$ cat config.mk
export PLATFORM = sky130hd
export DESIGN_NAME = adc_seq_ctrl
export DESIGN_NICKNAME = d
export VERILOG_FILES = /design/src/rtl/adc_seq_pkg.sv /design/src/rtl/adc_seq_regif.sv /design/src/rtl/adc_seq_fsm.sv /design/src/rtl/adc_seq_result.sv /design/src/rtl/adc_seq_ctrl.sv
export SDC_FILE = /design/constraint.sdc
export NUM_CORES = 1
export LEC_CHECK = 0
export ABC_AREA = 1
export CAP_MARGIN = 20
export CORE_MARGIN = 2
export CORE_UTILIZATION = 35
export CTS_CLUSTER_DIAMETER = 40
export CTS_CLUSTER_SIZE = 10
export DETAILED_ROUTE_END_ITERATION = 8
export HOLD_SLACK_MARGIN = 0.08
export RECOVER_POWER = 25
export SLEW_MARGIN = 20
export SYNTH_ARGS = -nofsm -noshare
export SYNTH_HDL_FRONTEND = slang
export SYNTH_HIERARCHICAL = 1
export SYNTH_SLANG_ARGS = --single-unit
$ cat constraint.sdc
create_clock -name clk -period 1.7 [get_ports clk]
set_input_delay 0.34 -clock clk [delete_from_list [all_inputs] [get_ports clk]]
set_output_delay 0.34 -clock clk [all_outputs]
set_load 0.01 [all_outputs]
$ cat src/rtl/adc_seq_pkg.sv
package adc_seq_pkg;

   typedef enum logic [1:0] {
      ST_IDLE   = 2'd0,
      ST_SETTLE = 2'd1,
      ST_FIRE   = 2'd2,
      ST_WAIT   = 2'd3
   } seq_state_e;

   localparam int unsigned REG_W     = 16;
   // register byte offsets
   localparam int unsigned OFS_CTRL  = 'h00;
   localparam int unsigned OFS_BUSY  = 'h02;
   localparam int unsigned OFS_DATA  = 'h08;
   localparam int unsigned OFS_ISTAT = 'h0A;
   localparam int unsigned OFS_IEN   = 'h0C;
   // field positions
   localparam int unsigned BIT_GO     = 0;
   localparam int unsigned CH_LSB     = 1;
   localparam int unsigned BIT_SETTLE = 15;
   localparam int unsigned BIT_EOC    = 2;

endpackage

$ cat src/rtl/adc_seq_regif.sv
module adc_seq_regif
   import adc_seq_pkg::*;
#(
   parameter int unsigned ADDR_W = 5,
   parameter int unsigned CH_W   = 4,
   parameter int unsigned NUM_CH = 10,
   parameter int unsigned DATA_W = 16
) (
   input  logic              clk,
   input  logic              rst_n,
   input  logic              wr_en,
   input  logic [ADDR_W-1:0] wr_addr,
   input  logic [REG_W-1:0]  wr_data,
   input  logic [ADDR_W-1:0] rd_addr,
   output logic [REG_W-1:0]  rd_data,
   input  logic              busy,
   input  logic [DATA_W-1:0] result,
   input  logic              eoc_set,
   input  logic [CH_W-1:0]   cur_ch,
   output logic              go_req,
   output logic [CH_W-1:0]   go_ch,
   output logic              go_settle,
   output logic              eoc_flag,
   output logic              irq
);

   localparam logic [ADDR_W-1:0] A_CTRL  = ADDR_W'(OFS_CTRL);
   localparam logic [ADDR_W-1:0] A_BUSY  = ADDR_W'(OFS_BUSY);
   localparam logic [ADDR_W-1:0] A_DATA  = ADDR_W'(OFS_DATA);
   localparam logic [ADDR_W-1:0] A_ISTAT = ADDR_W'(OFS_ISTAT);
   localparam logic [ADDR_W-1:0] A_IEN   = ADDR_W'(OFS_IEN);

   logic wr_ctrl, wr_istat, wr_ien;
   logic ch_ok;
   logic eoc_en_q;
   logic eoc_q;

   assign wr_ctrl  = wr_en && (wr_addr == A_CTRL);
   assign wr_istat = wr_en && (wr_addr == A_ISTAT);
   assign wr_ien   = wr_en && (wr_addr == A_IEN);

   assign go_ch     = wr_data[CH_LSB +: CH_W];
   assign go_settle = wr_data[BIT_SETTLE];
   assign ch_ok     = ({1'b0, go_ch} < (CH_W+1)'(NUM_CH));
   assign go_req    = wr_ctrl && wr_data[BIT_GO] && ch_ok && !busy;

   // enable register
   always_ff @(posedge clk or negedge rst_n) begin
      if (!rst_n)      eoc_en_q <= 1'b0;
      else if (wr_ien) eoc_en_q <= wr_data[BIT_EOC];
   end

   // write-one-to-clear flag, a completion in the same cycle wins
   always_ff @(posedge clk or negedge rst_n) begin
      if (!rst_n)                              eoc_q <= 1'b0;
      else if (eoc_set)                        eoc_q <= 1'b1;
      else if (wr_istat && wr_data[BIT_EOC])   eoc_q <= 1'b0;
   end

   assign eoc_flag = eoc_q;
   assign irq      = eoc_q && eoc_en_q;

   always_comb begin
      rd_data = '0;
      unique case (rd_addr)
         A_CTRL:  rd_data[CH_LSB +: CH_W] = cur_ch;
         A_BUSY:  rd_data[0] = busy;
         A_DATA:  rd_data[DATA_W-1:0] = result;
         A_ISTAT: rd_data[BIT_EOC] = eoc_q;
         A_IEN:   rd_data[BIT_EOC] = eoc_en_q;
         default: rd_data = '0;
      endcase
   end

endmodule

$ cat src/rtl/adc_seq_fsm.sv
module adc_seq_fsm
   import adc_seq_pkg::*;
#(
   parameter int unsigned CH_W       = 4,
   parameter int unsigned SETTLE_CYC = 750
) (
   input  logic            clk,
   input  logic            rst_n,
   input  logic            go_req,
   input  logic [CH_W-1:0] go_ch,
   input  logic            go_settle,
   input  logic            conv_done,
   output logic [CH_W-1:0] mux_sel,
   output logic            conv_start,
   output logic            busy,
   output logic            capture
);

   seq_state_e state_q;
   logic [CH_W-1:0] ch_q;
   logic settle_end;
   logic use_settle;

   generate
      if (SETTLE_CYC == 0) begin : g_no_settle
         assign use_settle = 1'b0;
         assign settle_end = 1'b1;
      end else begin : g_settle
         localparam int unsigned CNT_W = (SETTLE_CYC > 1) ? $clog2(SETTLE_CYC) : 1;
         localparam logic [CNT_W-1:0] CNT_LAST = CNT_W'(SETTLE_CYC - 1);
         logic [CNT_W-1:0] cnt_q;
         always_ff @(posedge clk or negedge rst_n) begin
            if (!rst_n)                  cnt_q <= '0;
            else if (state_q != ST_SETTLE) cnt_q <= '0;
            else                         cnt_q <= cnt_q + 1'b1;
         end
         assign use_settle = go_settle;
         assign settle_end = (cnt_q == CNT_LAST);
      end
   endgenerate

   always_ff @(posedge clk or negedge rst_n) begin
      if (!rst_n) begin
         state_q <= ST_IDLE;
         ch_q    <= '0;
      end else begin
         unique case (state_q)
            ST_IDLE: if (go_req) begin
               ch_q    <= go_ch;
               state_q <= use_settle ? ST_SETTLE : ST_FIRE;
            end
            ST_SETTLE: if (settle_end) state_q <= ST_FIRE;
            ST_FIRE:   state_q <= ST_WAIT;
            ST_WAIT:   if (conv_done) state_q <= ST_IDLE;
            default:   state_q <= ST_IDLE;
         endcase
      end
   end

   assign mux_sel    = ch_q;
   assign conv_start = (state_q == ST_FIRE);
   assign busy       = (state_q != ST_IDLE);
   assign capture    = (state_q == ST_WAIT) && conv_done;

endmodule

$ cat src/rtl/adc_seq_result.sv
module adc_seq_result #(
   parameter int unsigned DATA_W = 16
) (
   input  logic              clk,
   input  logic              rst_n,
   input  logic              capture,
   input  logic [DATA_W-1:0] conv_data,
   output logic [DATA_W-1:0] result
);

   always_ff @(posedge clk or negedge rst_n) begin
      if (!rst_n)       result <= '0;
      else if (capture) result <= conv_data;
   end

endmodule

$ cat src/rtl/adc_seq_ctrl.sv
module adc_seq_ctrl
   import adc_seq_pkg::*;
#(
   parameter int unsigned ADDR_W    = 5,
   parameter int unsigned CH_W      = 4,
   parameter int unsigned NUM_CH    = 10,
   parameter int unsigned DATA_W    = 16,
   parameter int unsigned CLK_KHZ   = 50000,
   parameter int unsigned SETTLE_NS = 15000
) (
   input  logic              clk,
   input  logic              rst_n,
   input  logic              wr_en,
   input  logic [ADDR_W-1:0] wr_addr,
   input  logic [15:0]       wr_data,
   input  logic [ADDR_W-1:0] rd_addr,
   output logic [15:0]       rd_data,
   output logic [CH_W-1:0]   mux_sel,
   output logic              conv_start,
   input  logic              conv_done,
   input  logic [DATA_W-1:0] conv_data,
   output logic              irq
);

   localparam longint unsigned SETTLE_L = (longint'(CLK_KHZ) * longint'(SETTLE_NS)) / 64'd1000000;
   localparam int unsigned SETTLE_CYC = int'(SETTLE_L);

   generate
      if (DATA_W > REG_W) begin : g_bad_data_w
         $error("DATA_W must not exceed the register width");
      end
      if (CH_LSB + CH_W > BIT_SETTLE) begin : g_bad_ch_w
         $error("channel field overlaps the settle bit");
      end
      if (NUM_CH > (1 << CH_W) || NUM_CH == 0) begin : g_bad_num_ch
         $error("NUM_CH does not fit CH_W");
      end
      if (ADDR_W < 4) begin : g_bad_addr_w
         $error("ADDR_W too small for the register offsets");
      end
   endgenerate

   logic              go_req, go_settle;
   logic [CH_W-1:0]   go_ch;
   logic              busy_w, capture_w, eoc_w;
   logic [DATA_W-1:0] result_w;

   adc_seq_regif #(
      .ADDR_W(ADDR_W), .CH_W(CH_W), .NUM_CH(NUM_CH), .DATA_W(DATA_W)
   ) u_regif (
      .clk(clk), .rst_n(rst_n),
      .wr_en(wr_en), .wr_addr(wr_addr), .wr_data(wr_data),
      .rd_addr(rd_addr), .rd_data(rd_data),
      .busy(busy_w), .result(result_w), .eoc_set(capture_w), .cur_ch(mux_sel),
      .go_req(go_req), .go_ch(go_ch), .go_settle(go_settle),
      .eoc_flag(eoc_w), .irq(irq)
   );

   adc_seq_fsm #(
      .CH_W(CH_W), .SETTLE_CYC(SETTLE_CYC)
   ) u_fsm (
      .clk(clk), .rst_n(rst_n),
      .go_req(go_req), .go_ch(go_ch), .go_settle(go_settle),
      .conv_done(conv_done),
      .mux_sel(mux_sel), .conv_start(conv_start),
      .busy(busy_w), .capture(capture_w)
   );

   adc_seq_result #(
      .DATA_W(DATA_W)
   ) u_result (
      .clk(clk), .rst_n(rst_n),
      .capture(capture_w), .conv_data(conv_data),
      .result(result_w)
   );

endmodule

# After elaboration in Yosys (flattened, before gate mapping)
# Cells that the tools add are included.
# word_totals
elab_cells	52
input_bits	46
output_inout_bits	22
reg_bits	34
# classes
reduce_logical	17
mux	13
addsub	1
n_eq_ne	14
magnitude_cmp	1
# op_table
cell	count
5-bit by 4-bit == test with 1-bit output (second input constant)	5
11-bit two-way mux	1
10-bit by 1-bit adder with 10-bit output (second input constant)	1
10-bit == test (second input constant)	1
5-bit zero test	2
10-bit two-way mux	1
1-bit logical AND	9
2-bit two-way mux	4
2-bit one-hot mux with 4 select lines	1
5-bit by 2-bit == test with 1-bit output (second input constant)	1
2-bit == test (second input constant)	2
4-bit less-than comparator (second input constant)	1
2-bit by 1-bit inequality test with 1-bit output (second input constant)	2
2-bit inequality test (second input constant)	2
1-bit one-hot mux with 2 select lines	2
1-bit one-hot mux with 4 select lines	1
2-bit one-hot mux with 2 select lines	1
2-bit nonzero test	2
3-bit AND reduction	1
2-bit by 1-bit == test with 1-bit output (second input constant)	1
2-bit zero test	1
1-bit two-way mux	2
2-bit AND reduction	1
1-bit zero test	1

# Longest topological paths before layout
# Gate-level depths: netlist of the first run.
# depth
depth_word	7
depth_mapped	11
mapped_depth_nobuf	11

# By module
# Netlist of the first run, hierarchy kept.
# modules_own_cells
module	area_each_um2	cells_each	instances	seq_area_each_um2
adc_seq_fsm	857.1	99	1	400.4
adc_seq_result	644.4	68	1	400.4
adc_seq_regif	529.3	85	1	50.0

# Least setup slack after synthesis of the first run
# OpenSTA, ideal clock, no wires.
# synth_path
path_kind	register to register
startpoint	register u_fsm.state_q[0]
endpoint	register u_fsm.ch_q[0], in the netlist u_fsm/mux_sel[0]
path_slack_ns	0.193
t_arrival_ns	1.382
period_less_slack_ns	1.507
t_required_ns	1.575
n_path_buf	0
setup_ns	0.125
path_stages_with_launch	9
cell_sequence	dfrtp_1 inv_1 ha_1 inv_1 nor2_1 nand4_1 nor2_1 nand2_1 mux2_2
# synth_between
elab_chain_len	4
word_cells_on_any_way	5
cone_classes	5 x reduce/logical
# synth_lines
item	line_no	source
start, declared	adc_seq_fsm.sv:19	seq_state_e state_q;
start signal, assigned	adc_seq_fsm.sv:50	state_q <= use_settle ? ST_SETTLE : ST_FIRE;
2-bit nonzero test	adc_seq_fsm.sv:62	assign busy = (state_q != ST_IDLE);
net busy_w	adc_seq_ctrl.sv:45	logic busy_w, capture_w, eoc_w;
1-bit zero test	adc_seq_regif.sv:45	assign go_req = wr_ctrl && wr_data[BIT_GO] && ch_ok && !busy;
1-bit logical AND	adc_seq_regif.sv:45	
net go_req	adc_seq_ctrl.sv:43	logic go_req, go_settle;
2-bit AND reduction (no line)	-	
end signal, assigned	adc_seq_fsm.sv:49	ch_q <= go_ch;
end, declared	adc_seq_fsm.sv:20	logic [CH_W-1:0] ch_q;
# The timed path passes the listed nets, and every way through them passes these cells.
# A chain may end at the register's enable or synchronous reset.

# Worst setup path after layout of the first run
# layout_path
startpoint	input port rd_addr[4]
endpoint	output port rd_data[11]
# layout_between
elab_chain_len	2
# layout_lines
item	line_no	source
start, declared	adc_seq_ctrl.sv:16	input logic [ADDR_W-1:0] rd_addr,
5-bit by 4-bit == test with 1-bit output	adc_seq_regif.sv:65	unique case (rd_addr)
11-bit two-way mux	adc_seq_regif.sv:65	
end, declared	adc_seq_ctrl.sv:17	output logic [15:0] rd_data,
# No other way between the ends.

==> flow_summary.ini, run 1 <==
[outcome]
status = finished, final reports clean

[timing]
setup_viol = 0
max_freq_mhz = 621
timing.final.ws_setup_ps = 88.8
hold_viol = 0
finClkSkew_ps = 5.69
worstMarginPinSlew_ps = 836
post-route-period-util = 0.948
final_max_slew_viol_count = 0
rsz0062_at_grt = yes
maxSlewHeadroom = 0.443
period_minus_slack_ps = 1610

[worst_setup_path]
cp_slowest_cell = dlygate4sd2_1
rr_startpoint = u_fsm/state_q[1]
r2r_slack_ps = 100
worst_path_dominant_cell_family = buffers and inverters
cp-startpoint = rd_addr[4]
critPathMaxFanout = 5
crit_required_ps = 1360
cpMostUsedCell = buf_12
timing.rr.end = u_fsm/mux_sel[3]
reg2reg_depth = 9
worstSetupPathType = input pin to output pin
end_kind = output pin
cpPeakStageDelay_ps = 240
cp.arrival_ps = 1270
start_kind = input pin
path_cells = dlygate4sd2_1, inv_2, nand3_4, buf_12, buf_12, nor2_4, buf_2
crit_buf_inv = 5

[worst_hold_path]
hp-class = register to register
hold_path_depth = 2
whs_endpoint = u_result/result[1]
hold_start = u_result/result[1]

[die]
core_um2 = 5540
fp.dieH_um = 80.2
start_util = 0.367
die_w_um = 80.2
die_area_um2 = 6430
io_pins = 68
rows = 27

[detailed_routing]
firstDrtPassIters = 4
vias_per_cell = 4.27
postRouteAntennaNets = 0
routed_wl_um = 4410
drc = 0
wl_per_cell_um = 10.8
num_vias = 1744
drtIter0Drc = 61

[clocking]
root_buffer = clkbuf_8
h-tree-depth = 2
clk_pin_slew_worst_paths_ps = 70
cts_sinks = 34
clockBufferDepth = 2
insertion_delay_ps = 280
cts_made_buffers = 5
cts_tree = built

[logic_synthesis]
ys_warn_count = 6
ys_ff_latch = 34
syn-num-nets = 305
synth.top_cell.area_share = 0.419
yosys-top-cells-area = dfrtp_1, nand2_1, inv_1
syn_avg_cell_area_um2 = 8.06
syn_area_um2 = 2030
yosysTopAreaCell = dfrtp_1
synth-seq-area-share = 0.419
synthCells = 252
synth_cell_types = 27

[placed_design]
portBuffers = 57
placed_cells = 391
place.detailed.hpwl_um = 3380
place_congestion = 0.778
dp_slack_ps = -572

[final_layout]
syn2layout_area_growth_pct = 44.9
layout_commonest_cell = nand2_1
nNetsFinal = 388
layout_common_cells = nand2_1, inv_1, dfrtp_1
utilization = 0.531
drive_above_1_share = 0.286
fin_cells = 408
fillers = 521
diodes = 0

[global_routing]
grt_usage = 0.149
grt_pass1_wl_um = 7580
overflow = 0
grt_pass1_vias = 1789
antenna_found_initial = 0
grt_max_degree = 35

[pwr]
power.density_nw_per_um2 = 1130
ir_drop_uv = 655
power_uw = 3330
p_leak_uw = 0.00149

[job]
drv_cap = 0
[metrics by stage]
stage / TNS, ps / area (um2) / hold slack (ps)
detailed placement: -9530 / 2760 / 312
floorplan: 0 / 2030 / 44.4
finish: 0 / 2940 / 472
global placement: -9120 / 2760 / 313
global route: -144 / 2940 / 496
CTS: -11.0 / 2910 / 477
[area by class of cell]
type | instances | area, um2 | area share
Clock buffer | 6 | 82.6 | 0.0281
Timing Repair Buffer | 86 | 737 | 0.250
Multi-Input combinational cell | 164 | 950 | 0.323
Inverter | 44 | 173 | 0.0587
Clock inverter | 2 | 60.1 | 0.0204
Tap cell | 72 | 90.1 | 0.0306
Sequential cell | 34 | 851 | 0.289
[worst max-delay path by stage]
stage	cells past startpoint	end
finish	7	rd_data[11]
global route	9	u_fsm/mux_sel[3]
CTS	6	rd_data[3]
detailed placement	5	rd_data[1]
global placement	7	rd_data[7]
floorplan	8	u_fsm/mux_sel[0]
[synth_stat cells (all sizes together)]
cell type,number
or2,1
mux2,4
a21oi,5
nand3,9
o21a,1
nand4,5
buf,9
nand2,83
o21ai,7
inv,43
nor2,35
dfrtp,34
clkinv,1
ha,7
nor3,3
o22ai,4
clkbuf,1
[registers in the layout, summed over array words and instances, names as in the netlist]
| signal | flops |
|---|---|
| u_regif/eoc_flag | 1 |
| u_fsm/g_settle.cnt_q | 10 |
| u_fsm/mux_sel | 4 |
| u_fsm/state_q | 2 |
| u_regif/eoc_en_q | 1 |
| u_result/result | 16 |
[logic make-up (layout without fill, tap and decap cells)]
kind of cell,after synthesis,in the layout,share of synthesized area
and+or+nand+nor,136,136,0.333
DFF,34,34,0.419
AOI/OAI and AO/OA,17,17,0.0474
muxes,4,4,0.0222
buffers and inverters,54,138,0.136
adders and majority gates,7,7,0.0431
[repair_timing]
action,4_1_cts,5_1_grt
endpoints found under the hold margin,34,0
setup endpoints to repair,21,24
hold buffers,1,0
gates resized for setup,68,23
pin swaps,4,10
buffers inserted,5,3
[metal layers]
metal	part of all wire	GRT usage	up-vias
li1	-	-	924
met1	0.45	0.178	793
met2	0.51	0.264	27
met3	0.042	0.0427	0
met4	0	0.0305	0
met5	0	0	-
[power breakdown]
part,internal [uW],total [uW],switching [uW]
combinational,572,1210,643
sequential,1050,1200,149
clock,625,916,291
total,2240,3330,1080
[worst min-delay path, cell delays in order, from the launching register on]
cell and delay, ps:
dfrtp_1 340, nand2_1 50, nand2_1 50
Note: power is estimated with default switching activity, not from simulation.
==> run 2, diff against run 1 <==
--- a/config.mk
+++ b/config.mk
@@ -10,7 +10,6 @@
 export CORE_MARGIN = 2
 export CORE_UTILIZATION = 35
 export CTS_CLUSTER_DIAMETER = 40
-export CTS_CLUSTER_SIZE = 10
 export DETAILED_ROUTE_END_ITERATION = 8
 export HOLD_SLACK_MARGIN = 0.08
 export RECOVER_POWER = 25
==> results of run 2 <==
Same layout as run 1: the final DEF is identical, and so are final timing and power.
==> run 3, diff against run 2 <==
--- a/config.mk
+++ b/config.mk
@@ -6,9 +6,9 @@
 export NUM_CORES = 1
 export LEC_CHECK = 0
 export ABC_AREA = 1
-export CAP_MARGIN = 20
 export CORE_MARGIN = 2
 export CORE_UTILIZATION = 35
+export CTS_BUF_LIST = sky130_fd_sc_hd__clkbuf_4 sky130_fd_sc_hd__clkbuf_8
 export CTS_CLUSTER_DIAMETER = 40
 export DETAILED_ROUTE_END_ITERATION = 8
 export HOLD_SLACK_MARGIN = 0.08
==> results of run 3 <==
Same layout as run 1: the final DEF is identical, and so are final timing and power.
